==> config.mk <==
export PLATFORM = sky130hd
export DESIGN_NAME = lcd_timing_gen
export DESIGN_NICKNAME = d
export VERILOG_FILES = /design/src/rtl/lcd_tg_pkg.sv /design/src/rtl/lcd_tg_axis.sv /design/src/rtl/lcd_tg_regs.sv /design/src/rtl/lcd_timing_gen.sv
export SDC_FILE = /design/constraint.sdc
export NUM_CORES = 1
export LEC_CHECK = 0
export ABC_CLOCK_PERIOD_IN_PS = 7300
export BUFFER_PORTS_ARGS = -buffer_cell sky130_fd_sc_hd__buf_2
export CELL_PAD_IN_SITES_DETAIL_PLACEMENT = 0
export CELL_PAD_IN_SITES_GLOBAL_PLACEMENT = 1
export CORE_ASPECT_RATIO = 0.8
export CORE_MARGIN = 2
export CORE_UTILIZATION = 43
export DETAILED_ROUTE_END_ITERATION = 7
export PLACE_DENSITY = 0.8
export SYNTH_ARGS = -nofsm -noshare
export SYNTH_HDL_FRONTEND = slang
export SYNTH_SLANG_ARGS = --single-unit
==> constraint.sdc <==
create_clock -name clk -period 7.3 [get_ports clk]
set_clock_uncertainty 0.05 [all_clocks]
set_input_delay 1.095 -clock clk [delete_from_list [all_inputs] [get_ports clk]]
set_output_delay 1.095 -clock clk [all_outputs]
set_load 0.02 [all_outputs]
==> src/rtl/lcd_tg_pkg.sv <==
package lcd_tg_pkg;
  localparam int FIELD_W = 16;
  localparam int DATA_W  = 2 * FIELD_W;
  localparam int ADDR_W  = 4;
  localparam int NUM_STG = 3;
  localparam int STG_PCLK = 0;
  localparam int STG_SYNC = 1;
  localparam int STG_DISP = 2;

  typedef enum logic [ADDR_W-1:0] {
    A_STAGE_SET  = 4'h0,
    A_STAGE_CLR  = 4'h1,
    A_STAGE_STAT = 4'h2,
    A_IRQ_OPEN   = 4'h3,
    A_IRQ_CLOSE  = 4'h4,
    A_IRQ_PEND   = 4'h5,
    A_IRQ_MASKRD = 4'h6,
    A_TIM_SYNC   = 4'h8,
    A_TIM_VPORCH = 4'h9,
    A_TIM_HPORCH = 4'hA,
    A_TIM_ACTIVE = 4'hB,
    A_POLARITY   = 4'hC
  } reg_addr_e;

  typedef struct packed {
    logic [FIELD_W-1:0] hsw_m1;
    logic [FIELD_W-1:0] vsw_m1;
    logic [FIELD_W-1:0] hbp_m1;
    logic [FIELD_W-1:0] hfp_m1;
    logic [FIELD_W-1:0] vbp;
    logic [FIELD_W-1:0] vfp_m1;
    logic [FIELD_W-1:0] wid_m1;
    logic [FIELD_W-1:0] hgt_m1;
  } timing_regs_t;
endpackage

==> src/rtl/lcd_tg_axis.sv <==
module lcd_tg_axis #(
  parameter int CNT_W = 19
) (
  input  logic             clk,
  input  logic             rst,
  input  logic             clr,
  input  logic             adv,
  input  logic [CNT_W-1:0] sync_len,
  input  logic [CNT_W-1:0] bp_len,
  input  logic [CNT_W-1:0] act_len,
  input  logic [CNT_W-1:0] fp_len,
  output logic             last,
  output logic             in_sync,
  output logic             in_act
);
  logic [CNT_W-1:0] pos;
  logic [CNT_W-1:0] act_beg;
  logic [CNT_W-1:0] act_end;
  logic [CNT_W-1:0] total;

  assign act_beg = sync_len + bp_len;
  assign act_end = act_beg + act_len;
  assign total   = act_end + fp_len;

  assign last    = (pos == total - CNT_W'(1));
  assign in_sync = (pos < sync_len);
  assign in_act  = (pos >= act_beg) && (pos < act_end);

  always_ff @(posedge clk) begin
    if (rst || clr) begin
      pos <= '0;
    end else if (adv) begin
      pos <= last ? '0 : pos + CNT_W'(1);
    end
  end
endmodule

==> src/rtl/lcd_tg_regs.sv <==
module lcd_tg_regs
  import lcd_tg_pkg::*;
(
  input  logic               clk,
  input  logic               rst,
  input  logic               bus_wr,
  input  logic               bus_rd,
  input  logic [ADDR_W-1:0]  bus_addr,
  input  logic [DATA_W-1:0]  bus_wdata,
  input  logic               frame_tick,
  output timing_regs_t       tim,
  output logic [1:0]         pol,
  output logic [NUM_STG-1:0] stage_stat,
  output logic               sof_mask,
  output logic               sof_pend,
  output logic [DATA_W-1:0]  bus_rdata
);
  logic [NUM_STG-1:0] req_q;
  logic [NUM_STG-1:0] req_d;
  logic               pend_rd;

  assign pend_rd = bus_rd && (bus_addr == A_IRQ_PEND);

  always_comb begin
    req_d = req_q;
    if (bus_wr && bus_addr == A_STAGE_SET) req_d = req_q | bus_wdata[NUM_STG-1:0];
    if (bus_wr && bus_addr == A_STAGE_CLR) req_d = req_q & ~bus_wdata[NUM_STG-1:0];
  end

  always_ff @(posedge clk) begin
    if (rst) begin
      req_q      <= '0;
      stage_stat <= '0;
      tim        <= '0;
      pol        <= '0;
      sof_mask   <= 1'b0;
      sof_pend   <= 1'b0;
      bus_rdata  <= '0;
    end else begin
      req_q <= req_d;
      stage_stat[STG_PCLK] <= req_d[STG_PCLK];
      if (frame_tick) begin
        stage_stat[STG_SYNC] <= req_d[STG_SYNC];
        stage_stat[STG_DISP] <= req_d[STG_DISP];
      end
      sof_pend <= (sof_pend && !pend_rd) || frame_tick;
      if (bus_wr) begin
        case (bus_addr)
          A_IRQ_OPEN:   if (bus_wdata[0]) sof_mask <= 1'b1;
          A_IRQ_CLOSE:  if (bus_wdata[0]) sof_mask <= 1'b0;
          A_TIM_SYNC:   {tim.vsw_m1, tim.hsw_m1} <= bus_wdata;
          A_TIM_VPORCH: {tim.vbp, tim.vfp_m1}    <= bus_wdata;
          A_TIM_HPORCH: {tim.hbp_m1, tim.hfp_m1} <= bus_wdata;
          A_TIM_ACTIVE: {tim.hgt_m1, tim.wid_m1} <= bus_wdata;
          A_POLARITY:   pol <= bus_wdata[1:0];
          default: ;
        endcase
      end
      if (bus_rd) begin
        case (bus_addr)
          A_STAGE_STAT: bus_rdata <= DATA_W'(stage_stat);
          A_IRQ_PEND:   bus_rdata <= DATA_W'(sof_pend);
          A_IRQ_MASKRD: bus_rdata <= DATA_W'(sof_mask);
          A_TIM_SYNC:   bus_rdata <= {tim.vsw_m1, tim.hsw_m1};
          A_TIM_VPORCH: bus_rdata <= {tim.vbp, tim.vfp_m1};
          A_TIM_HPORCH: bus_rdata <= {tim.hbp_m1, tim.hfp_m1};
          A_TIM_ACTIVE: bus_rdata <= {tim.hgt_m1, tim.wid_m1};
          A_POLARITY:   bus_rdata <= DATA_W'(pol);
          default:      bus_rdata <= '0;
        endcase
      end
    end
  end
endmodule

==> src/rtl/lcd_timing_gen.sv <==
module lcd_timing_gen
  import lcd_tg_pkg::*;
(
  input  logic              clk,
  input  logic              rst,
  input  logic              pix_ce,
  input  logic              bus_wr,
  input  logic              bus_rd,
  input  logic [ADDR_W-1:0] bus_addr,
  input  logic [DATA_W-1:0] bus_wdata,
  output logic [DATA_W-1:0] bus_rdata,
  output logic              lcd_hsync,
  output logic              lcd_vsync,
  output logic              lcd_de,
  output logic              sof_irq
);
  localparam int CNT_W  = FIELD_W + 3;
  localparam int N_AXIS = 2;

  timing_regs_t                         tim;
  logic [1:0]                           pol;
  logic [NUM_STG-1:0]                   stage_stat;
  logic                                 sof_mask;
  logic                                 sof_pend;
  logic                                 frame_tick;
  logic                                 run;
  logic [N_AXIS-1:0][3:0][CNT_W-1:0]    seg;
  logic [N_AXIS-1:0]                    adv;
  logic [N_AXIS-1:0]                    last;
  logic [N_AXIS-1:0]                    in_sync;
  logic [N_AXIS-1:0]                    in_act;

  lcd_tg_regs u_regs (
    .clk        (clk),
    .rst        (rst),
    .bus_wr     (bus_wr),
    .bus_rd     (bus_rd),
    .bus_addr   (bus_addr),
    .bus_wdata  (bus_wdata),
    .frame_tick (frame_tick),
    .tim        (tim),
    .pol        (pol),
    .stage_stat (stage_stat),
    .sof_mask   (sof_mask),
    .sof_pend   (sof_pend),
    .bus_rdata  (bus_rdata)
  );

  assign run = stage_stat[STG_PCLK];

  assign seg[0][0] = CNT_W'(tim.hsw_m1) + CNT_W'(1);
  assign seg[0][1] = CNT_W'(tim.hbp_m1) + CNT_W'(1);
  assign seg[0][2] = CNT_W'(tim.wid_m1) + CNT_W'(1);
  assign seg[0][3] = CNT_W'(tim.hfp_m1) + CNT_W'(1);
  assign seg[1][0] = CNT_W'(tim.vsw_m1) + CNT_W'(1);
  assign seg[1][1] = CNT_W'(tim.vbp);
  assign seg[1][2] = CNT_W'(tim.hgt_m1) + CNT_W'(1);
  assign seg[1][3] = CNT_W'(tim.vfp_m1) + CNT_W'(1);

  assign adv[0]     = run && pix_ce;
  assign adv[1]     = adv[0] && last[0];
  assign frame_tick = adv[1] && last[1];

  for (genvar ax = 0; ax < N_AXIS; ax++) begin : g_axis
    lcd_tg_axis #(.CNT_W(CNT_W)) u_axis (
      .clk      (clk),
      .rst      (rst),
      .clr      (!run),
      .adv      (adv[ax]),
      .sync_len (seg[ax][0]),
      .bp_len   (seg[ax][1]),
      .act_len  (seg[ax][2]),
      .fp_len   (seg[ax][3]),
      .last     (last[ax]),
      .in_sync  (in_sync[ax]),
      .in_act   (in_act[ax])
    );
  end

  always_ff @(posedge clk) begin
    if (rst) begin
      lcd_hsync <= 1'b0;
      lcd_vsync <= 1'b0;
      lcd_de    <= 1'b0;
    end else begin
      lcd_hsync <= (stage_stat[STG_SYNC] && in_sync[0]) ^ pol[0];
      lcd_vsync <= (stage_stat[STG_SYNC] && in_sync[1]) ^ pol[1];
      lcd_de    <= stage_stat[STG_DISP] && in_act[0] && in_act[1];
    end
  end

  assign sof_irq = sof_pend && sof_mask;
endmodule

==> results summary, run 1 <==
The run finished with clean final reports. The fraction of layout cells with a size suffix above 1 is 18.3%. Detailed routing placed a total of 25500 um of wire on met2. The worst hold path terminates at u_regs.tim[65]$_SDFFE_PP0P_. The peak ir drop on the vdd network is ~0.00015 V.

In the synthesized netlist, the number of instances is between 2000 and 2500. The startpoint identified for the worst hold timing path is u_regs.tim[65]$_SDFFE_PP0P_. STA puts the critical path data arrival time at approximately 7600 ps. Summing the sequential cell areas from Yosys gives approximately 25% of the chip area. The fraction of synthesis flops using an asynchronous set or reset pin came out at 0%. The total of buffers placed on input and output ports came out at between 70 and 80. The met3 layer wire length in the routed design is just under 8000 um. The number of core rows came out at 65. The number of H-tree levels is 1. The wire length of the first global-routing pass is 95100 um. The number of nets produced by synthesis came out at 2454.

The average instance area after synthesis came out at 7.80 sq um. The latest clock arrival within the worst-skew pair came out at between 500 and 600 ps. The maximum clock frequency came out at ~140 MHz. The endpoint of the most critical register-to-register path is g_axis[1].u_axis.pos[9]$_SDFFE_PP0P_.

The count of pins on the block boundary is 77. Yosys mapped a number of flops with a built-in enable equal to 0. The residual DRC count is 0. The initial antenna violation count came out at 2. Power spread over the standard cell area amounts to ~130 nW/um^2. The cell area after synthesis came out at 17200 sq um.

The wire length per cell came out at around 22 um. TritonCTS built the clock tree. The register clock-pin slew on the reported worst setup and hold paths came out at ~60 ps.

The critical path's largest stage delay is roughly 620 ps. The type of the most critical hold path is flip-flop to flip-flop. The total core area is a little under 40000 sq um. The die extent in y came out at roughly 180 um. The worst hold path was traced through 2 stages.

Signal routing reaches up to met5. STA classifies the critical path startpoint as a flip-flop. Setup slack on the worst reg-to-reg path comes out at 140 ps.

The count of cell types in the netlist came out at 76. The weighted congestion reported at the end of routability-driven placement came out at 0.987. Using the TritonRoute via totals, the vias-per-cell ratio works out to 5.85. The CTS buffer count came out at 25. The HPWL after detailed placement came out at roughly 49000 um. The total count of max-transition violations in the final report came out at 0.

The slew at the pin closest to its max-slew limit came out at a little over 1000 ps. For the final routed database, the setup TNS stands at 0 ps. CTS saw 210 sinks. The minimum period implied by the final worst setup slack is slightly above 7000 ps. The via count of the first global-routing pass was around 16000. The layout overhead on the synthesized area came out at 20.6%. The horizontal die dimension came out at 227 um. The hold violation total from the final report is 0. Across every metal layer, demand over resource in global routing totals approximately 30%.

The pre-antenna-repair detailed-routing pass consisted of 5 iterations. The count of maximum capacitance violations is 0. The startpoint of the most critical register-to-register path is u_regs.tim[113]$_SDFFE_PP0P_. The count of state elements after synthesis came out at 210. The root buffer cell chosen for the clock tree is sky130_fd_sc_hd__clkbuf_16. Wires add up to approximately 65000 um. The worst-case clock buffer depth came out at 3.

Entering global routing, the biggest net connects between 90 and 100 pins. In this run the static leakage power is just under 9 nW. The wire length on met1 is between 30000 and 40000 um. The count of synthesis-stage warnings from yosys is 0. The maximum fanout along the worst path is 6. The initial utilization of the core area, before any placement, comes to 43.6%.

The detailed router's first-iteration violation count is approximately 1700. Setup repair after global routing could not meet its margin everywhere. The type of the worst setup path is flip-flop to flip-flop. The cell at the slowest stage of the critical path is sky130_fd_sc_hd__or4_4. The residual antenna-violating net count after detailed routing came out at 0. The worst setup path is captured at a flip-flop.

The cell family with the largest share of critical-path delay is compound AO/OA/AOI/OAI gates. The net total in the final layout came out at ~2600. Dividing the final minimum period by the clock period gives a little over nine tenths. The worst reg2reg path depth came out at 28. The total via count after detailed routing came out at 17300. The flip-flop cell with the highest count after synthesis is sky130_fd_sc_hd__dfxtp_1.

The area enclosed by the die boundary is between 40000 and 50000 sq um. The buffering stage count on the worst path with inverters included is 4. The post-route total power came out at between 2 and 3 mW. The aggregate global routing overflow is 0.

The final setup violation count came out at 0. The relative max-transition margin is approximately 33%. The data required time at the worst endpoint came out at between 7000 and 8000 ps.
tightest hold or removal path, cell delays in order (launching register included):
cell	delay, ps
sky130_fd_sc_hd__dfxtp_1	320
sky130_fd_sc_hd__nand2_1	60
sky130_fd_sc_hd__a21oi_1	50
routing by layer:
layer  global-route usage, %  vias up
met2                    41.2      736
met1                    44.1     8230
met5                       0        -
li1                        -     8206
met3                    11.3       77
met4                    6.90        2
synth_stat cells (all sizes together) (42+ instances only):
cell type  number  area share (%)
a21o           48             2.1
nand3          59             1.7
inv           139             3.0
o21ai          81             2.4
clkbuf         75             1.6
nand2         349             7.6
xor2           75             3.8
dfxtp         210              25
ha            206              15
nor2          135             3.0
xnor2          77             3.9
a21oi         248             7.2
o21a           42             1.8
worst max-delay path by stage:
stage,start,endpoint,cells past startpoint
3_3_place_gp,u_regs.tim[114]$_SDFFE_PP0P_,g_axis[1].u_axis.pos[3]$_SDFFE_PP0P_,31
2_1_floorplan,u_regs.tim[114]$_SDFFE_PP0P_,g_axis[1].u_axis.pos[18]$_SDFFE_PP0P_,30
4_1_cts,u_regs.tim[114]$_SDFFE_PP0P_,u_regs.stage_stat[1]$_SDFFE_PP0P_,32
5_1_grt,u_regs.tim[113]$_SDFFE_PP0P_,g_axis[1].u_axis.pos[9]$_SDFFE_PP0P_,35
3_5_place_dp,u_regs.tim[113]$_SDFFE_PP0P_,g_axis[1].u_axis.pos[6]$_SDFFE_PP0P_,31
6_report,u_regs.tim[113]$_SDFFE_PP0P_,g_axis[1].u_axis.pos[9]$_SDFFE_PP0P_,28
registers in the layout (all words and copies together) (netlist names):
register,count
u_regs.stage_stat,2
u_regs.req_q,3
lcd_de,1
u_regs.pol,2
u_regs.sof_mask,1
g_axis.u_axis.pos,38
u_regs.sof_pend,1
u_regs.tim,128
u_regs.bus_rdata,32
lcd_vsync,1
lcd_hsync,1
layout by cell type, fill, tap and decap left out, types with 67 or more instances in the layout:
master and instances:
sky130_fd_sc_hd__xnor2_1 67, sky130_fd_sc_hd__buf_4 169, sky130_fd_sc_hd__buf_2 75, sky130_fd_sc_hd__a21oi_1 232, sky130_fd_sc_hd__ha_1 196, sky130_fd_sc_hd__dfxtp_1 204
sky130_fd_sc_hd__inv_1 137, sky130_fd_sc_hd__o21ai_0 70, sky130_fd_sc_hd__nor2_1 132, sky130_fd_sc_hd__nand2_1 348
power by group:
group / switching (mW) / internal (mW) / leakage [nW]
Sequential: 0.0149 / 1.16 / 1.70
Combinational: 0.185 / 0.115 / 6.81
Clock: 0.538 / 0.753 / 0.400
cell families after synthesis:
logic type	count (synthesis)	share of synthesized area, %
buffers and inverters	227	5.13
and+or+nand+nor	779	21.1
muxes	43	4.67
AOI/OAI and AO/OA	576	20.9
xor gates and xnor gates	154	8.02
DFF	210	24.5
adders and majority gates	212	15.7
stage by stage:
stage	instance area, sq um	util (%)	hold WS [ps]	instances	worst slack [ps]
6_report	20700	52.6	431	2947	136
5_1_grt	20700	52.6	447	2946	-147
4_1_cts	19900	50.5	428	2921	12.5
3_5_place_dp	19000	48.2	419	2871	-320
3_3_place_gp	19000	48.2	413	2871	-266
2_1_floorplan	17200	-	394	2201	416
area by class of cell:
cell class	instances	area, sq um
fillers	3861	18700
repair buffers	255	1840
well taps	536	671
flip-flops and latches	210	4210
multi-input cells	1764	12600
inverters	139	522
diodes	1	2.50
clock buffers	29	661
clock inverters	13	160
what timing repair did:
action | CTS | global route
resized for setup | 8 | 115
pin swaps | 4 | 57
endpoints found under the hold margin | 0 | 0
setup endpoints to repair | 40 | 41
gates cloned | 0 | 4
buffers inserted | 8 | 22
hold buffers | 0 | 0
No activity file was read; power rests on OpenSTA's default activity.
==> inputs of run 2 (changes only) <==
--- a/config.mk
+++ b/config.mk
@@ -5,7 +5,7 @@
 export SDC_FILE = /design/constraint.sdc
 export NUM_CORES = 1
 export LEC_CHECK = 0
-export ABC_CLOCK_PERIOD_IN_PS = 7300
+export ABC_CLOCK_PERIOD_IN_PS = 6400
 export BUFFER_PORTS_ARGS = -buffer_cell sky130_fd_sc_hd__buf_2
 export CELL_PAD_IN_SITES_DETAIL_PLACEMENT = 0
 export CELL_PAD_IN_SITES_GLOBAL_PLACEMENT = 1
==> constraint.sdc (replaced) <==
create_clock -name clk -period 6.4 [get_ports clk]
set_clock_uncertainty 0.05 [all_clocks]
set_input_delay 0.96 -clock clk [delete_from_list [all_inputs] [get_ports clk]]
set_output_delay 0.96 -clock clk [all_outputs]
set_load 0.02 [all_outputs]
==> run 2 against run 1 <==
- the run now ends with negative setup slack left
- critical path type unchanged
- largest cell class unchanged
- cell count is 6.7% higher
- clock power is 9% higher
- die area stayed put
- register-to-register slack worse by 850 ps
==> results summary, run 2 (synthesized netlist as in run 1, its figures left out) <==
The aggregate global routing overflow is 0. The cts-stage hold buffer count is 0. The hold violation total from the final report is 0. The reg-to-reg setup timing slack came out at -710 ps.

The weighted congestion reported at the end of routability-driven placement came out at 0.952. Setup repair after global routing could not meet its margin everywhere. The worst-case clock buffer depth came out at 3. The worst reg2reg path depth came out at 34. The total wire length after detailed routing came out at 64800 um.

Counting tap cells, the placed design contains a total of 3066 instances. In the final layout, the registers with the most flip-flops are u_regs.tim x128, g_axis.u_axis.pos x38, u_regs.bus_rdata x32. The min-delay analysis places its worst path in the category flip-flop to flip-flop.

The detailed router finished its first iteration with between 1500 and 2000 violations. The sink count of the clock tree is 210. The area of all placed cells without fillers is roughly 23000 sq um.

For this design the ratio of total power to cell area is between 100 and 150 nW/um^2. The relative max-transition margin came out at 28.1%. The endpoint of the most critical register-to-register path is g_axis[1].u_axis.pos[8]$_SDFFE_PP0P_.

The number of flip-flops under the largest register name is about 130. The register with the highest flop count is u_regs.tim. The final reports fail on negative setup slack. The path with the worst hold slack has its endpoint at u_regs.tim[65]$_SDFFE_PP0P_. The most numerous cell type found on the critical path is sky130_fd_sc_hd__and3_4.

The wire length per cell is approximately 21 um. Timing would allow up to 141 MHz. The static leakage power is 10.0 nW. VDD sags by at most around 0.00018 V. The residual DRC count is 0. The total core area is about 39000 sq um.

The final antenna diode count is 0. The final critical-path setup slack came out at -712 ps. The via-per-instance ratio is a little under 6. The final layout contains around 2800 nets. The slew at the pin closest to its max-slew limit came out at between 1000 and 1500 ps.

TritonCTS built the clock tree. The HPWL after detailed placement is 49100 um. Entering global routing, the biggest net connects between 100 and 150 pins. Once placement finished, the instance area stood at just over 20000 sq um.

The total via count after detailed routing came out at about 18000. The flow ran to the end, but the final reports show violations. The count of cells in the finished layout, fillers not included, comes to 3145. The type of the worst setup path is flip-flop to flip-flop. The CTS buffer count is 24.

The total global routing track utilization is 30.2%. The count of pins on the block boundary is 77. The die extent in y is approximately 180 um. The fraction of layout cells with a size suffix above 1 came out at between 20% and 30%.

The total of buffers placed on input and output ports is 76. At the later pin of the worst-skew pair, clock insertion delay measures between 500 and 600 ps. The data required time at the worst endpoint came out at about 6800 ps.

The critical path's largest stage delay came out at between 600 and 700 ps. After clock tree synthesis, the clock-pin slew on the worst setup and hold paths is 60 ps. STA classifies the critical path startpoint as a flip-flop. Setup violations remaining at the end of the flow were counted as 41. The library cells used most frequently in the layout, excluding fill and tap cells, are 364 x sky130_fd_sc_hd__buf_4, 345 x sky130_fd_sc_hd__nand2_1, 220 x sky130_fd_sc_hd__a21oi_1. STA classifies the critical path endpoint as a flip-flop. The residual antenna-violating net count after detailed routing came out at 0. The initial antenna violation count is 1. The core utilization of the finished layout came out at 57.5%. The worst register-to-register path begins at u_regs.tim[115]$_SDFFE_PP0P_. The first global-routing pass estimated between 90000 and 100000 um of wire. The total count of max-transition violations in the final report is 0.

The via count of the first global-routing pass is about 17000. The cell chosen for the clock root is sky130_fd_sc_hd__clkbuf_16. The share of the clock period used by the worst path came out at 111%. Summed over all failing endpoints, the final setup total negative slack is -25220 ps. From synthesis to final layout, the design area changed by 31.8%. The smallest clock period supported by the final layout is computed as 7110 ps. The hold path depth is 2. In this run the most critical hold path is launched from u_regs.tim[65]$_SDFFE_PP0P_. The data arrival time of the worst path is between 7000 and 8000 ps. The floorplan step set the die width to 227 um. Of all nets on the critical path, the largest fanout is 16. In this run the number of H-tree levels came out at 1.

The initial core utilization came out at about 44%. The area enclosed by the die boundary is between 40000 and 50000 sq um. The count of maximum capacitance violations is 0. Leaving out fill and tap cells, the most frequent cell in the layout is sky130_fd_sc_hd__buf_4. The cell at the slowest stage of the critical path is sky130_fd_sc_hd__or4_4.

The number of iterations in the first detailed-routing pass came out at 6. The number of core rows came out at 65. The number of filler instances in the final layout is 3630.
## run 2: worst max path at each step
stage / cells past startpoint / to / from / slack [ps]
2_1_floorplan: 30 / g_axis[1].u_axis.pos[18]$_SDFFE_PP0P_ / u_regs.tim[114]$_SDFFE_PP0P_ / -110
3_3_place_gp: 30 / g_axis[1].u_axis.pos[18]$_SDFFE_PP0P_ / u_regs.tim[114]$_SDFFE_PP0P_ / -620
3_5_place_dp: 34 / g_axis[1].u_axis.pos[9]$_SDFFE_PP0P_ / u_regs.tim[113]$_SDFFE_PP0P_ / -800
4_1_cts: 31 / g_axis[1].u_axis.pos[15]$_SDFFE_PP0P_ / u_regs.tim[115]$_SDFFE_PP0P_ / -600
5_1_grt: 34 / g_axis[1].u_axis.pos[8]$_SDFFE_PP0P_ / u_regs.tim[115]$_SDFFE_PP0P_ / -890
6_report: 34 / g_axis[1].u_axis.pos[8]$_SDFFE_PP0P_ / u_regs.tim[115]$_SDFFE_PP0P_ / -710
## run 2: metal layers
layer	global-route usage [%]	vias to the layer above	share of wire [%]
met5	0	-	0.025
li1	-	8602	-
met2	43.9	811	42
met4	7.08	2	2.1
met1	45.2	8669	46
met3	6.41	87	9.8
## run 2: cell type report
cell class | count | area, sq um | area share (%)
repair buffers | 454 | 3370 | 14.9
flip-flops and latches | 210 | 4220 | 18.7
clock inverters | 8 | 78.8 | 0.349
well taps | 536 | 671 | 2.97
multi-input cells | 1764 | 13100 | 57.7
clock buffers | 34 | 699 | 3.09
inverters | 139 | 522 | 2.31
## run 2: timing repair
| action | CTS | global route |
|---|---|---|
| buffers inserted | 4 | 28 |
| gates resized for setup | 35 | 137 |
| setup endpoints to repair | 42 | 42 |
| endpoints found under the hold margin | 0 | 0 |
| pin swaps | 10 | 110 |
| gates cloned | 0 | 5 |
## run 2: worst max-delay path, delay by kind of cell, from the launching register on
kind	cells	cell delay, ps
AO/OA/AOI/OAI	14	2390
AND/OR/NAND/NOR	10	2000
adder cells (fa/ha/maj)	3	900
XOR/XNOR	3	490
buffers and inverters	3	490
flip-flops	1	370
multiplexers	1	270
## run 2: per-stage QoR
step	total power [mW]	hold slack (ps)	worst slack, ps
floorplan	1.55	394	-113
global route	3.19	449	-890
detailed placement	1.70	417	-804
finish	3.10	424	-712
global placement	1.69	412	-616
CTS	3.09	426	-598
## run 2: report_power, final
group | total, mW | leakage (nW) | internal, mW | switching, mW
clock network | 1.40 | 0.382 | 0.803 | 0.595
registers | 1.33 | 1.70 | 1.32 | 0.0168
logic | 0.367 | 7.93 | 0.152 | 0.215
==> inputs of run 3 (changes only) <==
--- a/config.mk
+++ b/config.mk
@@ -17,3 +17,4 @@
 export SYNTH_ARGS = -nofsm -noshare
 export SYNTH_HDL_FRONTEND = slang
 export SYNTH_SLANG_ARGS = --single-unit
+export TNS_END_PERCENT = 20
==> run 3 against run 2 <==
- design area is 0.12% higher
- highest routed layer unchanged
- power is 2.5% lower
- count of clock-buffer cells in the layout is 1 higher
- routed wire length is 0.45% lower
- sequential power hardly changed
- hold slack better by 0.76 ps
- the run still ends with negative setup slack left
- cell count is 1.1% higher
- combinational power is 2% higher
- global-route usage is 0.30 points higher
- via count is 0.15% higher
- register-to-register slack hardly changed
- largest cell class unchanged
- largest power group is now sequential cells
==> results summary, run 3 (synthesized netlist as in run 1, its figures left out) <==
The run finished, with violations left. The final reports fail on negative setup slack. The via count of the first global-routing pass came out at 17000. The worst-case clock buffer depth came out at 3.

The hold violation total from the final report came out at 0. The horizontal die dimension came out at 227 um. The minimum period implied by the final worst setup slack came out at 7120 ps.

The total via count after detailed routing came out at 18200. The net total in the final layout is between 2000 and 3000. The maximum fanout along the worst path is 8. After detailed routing, the number of remaining DRC violations is 0. The post-route netlist has around a quarter of its cells at a drive strength greater than 1. The layout overhead on the synthesized area came out at 32.0%. For met2 alone, demand over resource in global routing was between 40 and 50%.

The area enclosed by the die boundary came out at about 42000 sq um. After detailed routing, the number of vias per cell comes to about 5.7. The final setup violation count is around 40. Setup repair after global routing could not meet its margin everywhere. Once layout is complete, the cells apart from fillers number ~3200. The largest registers in the layout are u_regs.tim x128, g_axis.u_axis.pos x38, u_regs.bus_rdata x32. TritonCTS built the clock tree. The count of maximum capacitance violations is 0. The count of pins on the block boundary is 77. The type of the most critical hold path is flip-flop to flip-flop. The total power density per cell area came out at roughly 130 nW/um^2. The register with the highest flop count is u_regs.tim. The core utilization of the finished layout is between 50% and 60%. The final critical-path setup slack is -724 ps. The pre-antenna-repair detailed-routing pass consisted of 6 iterations. The total of buffers placed on input and output ports is 76. The share of total power in the clock network is about 44%. The total count of max-transition violations in the final report is 0.

The internal cell power came out at roughly 2.2 mW. The initialized floorplan defines 65 standard-cell rows. Global routing used between 40% and 50% of the available met1 tracks. Static timing analysis puts the maximum clock frequency at approximately 140 MHz. STA classifies the critical path startpoint as a flip-flop.

The CTS buffer count came out at 25. The net switching component of the power is 817 uW. The die is between 150 and 200 um tall. The cts-stage hold buffer count came out at 0. The total placed cells including tap cells is around 3000. Global routing consumed, on the met3 layer, 5.52% of the routing resources. The data arrival time of the worst path is 7550 ps.

The data required time at the worst endpoint came out at approximately 7000 ps. Summed over all cells, the static leakage comes to between 10 and 15 nW. Timing analysis after detailed placement gives a worst setup slack of -825 ps. The wire length per cell is 20.3 um. The detailed router's first-iteration violation count is approximately 1900. The share of the clock period used by the worst path came out at 111%. The largest net degree at the start of global routing is 102. The library cells used most frequently in the layout, excluding fill and tap cells, are 405 x sky130_fd_sc_hd__buf_4, 346 x sky130_fd_sc_hd__nand2_1, 225 x sky130_fd_sc_hd__a21oi_1. Fill cells in the final layout number around 3700. The relative max-transition margin came out at ~29%. The cell that appears most often on the critical path is sky130_fd_sc_hd__buf_4. The multi-input combinational cells in the finished layout cover a total of around 13000 sq um.

Summed over all layers, the global routing overflow is 0. The core region is between 30000 and 40000 sq um. The library cell used most frequently in the layout, excluding fill and tap cells, is sky130_fd_sc_hd__buf_4. The number of flip-flops under the largest register name is around 130. The final antenna diode count came out at 0. The initial antenna violation count came out at 1. The layer flagged by global routing as most heavily used is met1. The cell sitting at the root of the clock tree is a sky130_fd_sc_hd__clkbuf_16. For this design, the slowest cell found on the critical path is sky130_fd_sc_hd__or4_4.

The peak ir drop on the vdd network came out at roughly 0.00017 V. Summing all flip-flop and latch instances after layout gives about 4200 sq um. Overall power consumption after layout is estimated at around 3 mW. The initial utilization of the core area, before any placement, comes to 43.6%. The register clock-pin slew on the reported worst setup and hold paths came out at about 60 ps. The residual antenna-violating net count after detailed routing is 0.

Routability-driven placement finished with a final weighted congestion of 0.961. The critical path's largest stage delay is around 620 ps. The endpoint class of the critical path is a flip-flop. The latest clock arrival within the worst-skew pair is ~540 ps. In this run switching power makes up about 27% of total power.

In this run the number of H-tree levels came out at 1. The critical path is of the flip-flop to flip-flop type. The share of power burned in combinational logic came out at around an eighth. The wire length of the first global-routing pass is a little under 100000 um.

The HPWL after detailed placement is about 49000 um. The total wire length after detailed routing came out at 64500 um. Across every metal layer, demand over resource in global routing totals a little over 30%. The sink count of the clock tree is 210.

The sequential share of power is 44.1%. The slew at the pin closest to its max-slew limit came out at around 1100 ps.
## run 3: metrics by stage
step | hold WS, ps | setup TNS [ps] | area [sq um]
final | 425 | -23990 | 22600
after global routing | 445 | -32680 | 22600
after CTS | 426 | -19570 | 22000
after detailed placement | 415 | -29370 | 20700
after global placement | 410 | -25780 | 20700
after floorplan | 394 | -3030 | 17300
## run 3: power by group through the flow
| stage | clock network, mW | registers (mW) | logic [mW] |
|---|---|---|---|
| floorplan | 0 | 1.36 | 0.198 |
| global placement | 0 | 1.36 | 0.333 |
| detailed placement | 0 | 1.36 | 0.338 |
| CTS | 1.33 | 1.33 | 0.352 |
| global route | 1.39 | 1.33 | 0.404 |
| finish | 1.32 | 1.33 | 0.373 |
## run 3: repair_timing
item | 4_1_cts | 5_1_grt
gates resized for setup | 47 | 94
pin swaps | 41 | 62
setup buffers | 33 | 22
gates cloned | 2 | 0
setup endpoints to repair | 42 | 42
## run 3: layout make-up
class / instances / share of cell area [%]
Multi-Input combinational cell: 1764 / 57.1
Clock buffer: 35 / 2.97
Timing Repair Buffer: 490 / 15.9
Clock inverter: 6 / 0.199
Inverter: 139 / 2.30
Tap cell: 536 / 2.96
Sequential cell: 210 / 18.6
## run 3: final timing paths
check / endpoint / cells past startpoint / from / slack [ps]
worst max-delay path: g_axis[1].u_axis.pos[17]$_SDFFE_PP0P_ / 31 / u_regs.tim[113]$_SDFFE_PP0P_ / -720
worst min register to register: u_regs.tim[65]$_SDFFE_PP0P_ / 2 / u_regs.tim[65]$_SDFFE_PP0P_ / 430
worst min-delay path: u_regs.tim[65]$_SDFFE_PP0P_ / 2 / u_regs.tim[65]$_SDFFE_PP0P_ / 430
worst max register to register: g_axis[1].u_axis.pos[17]$_SDFFE_PP0P_ / 31 / u_regs.tim[113]$_SDFFE_PP0P_ / -720
## run 3: worst max-delay path: cells and delay by family (launching register included)
| kind | cells | cell delay (ps) |
|---|---|---|
| xor+xnor | 4 | 670 |
| simple gates | 10 | 2560 |
| compound gates | 8 | 1450 |
| buf+inv | 5 | 870 |
| fa+ha+maj | 4 | 1110 |
| flops | 1 | 370 |
## run 3: metal layers
layer	wire length, um	up-vias	part of all wire (%)
li1	-	8682	-
met1	31100	8717	48
met3	5340	98	8.3
met4	1640	2	2.5
met2	26400	700	41
met5	8	-	0.012
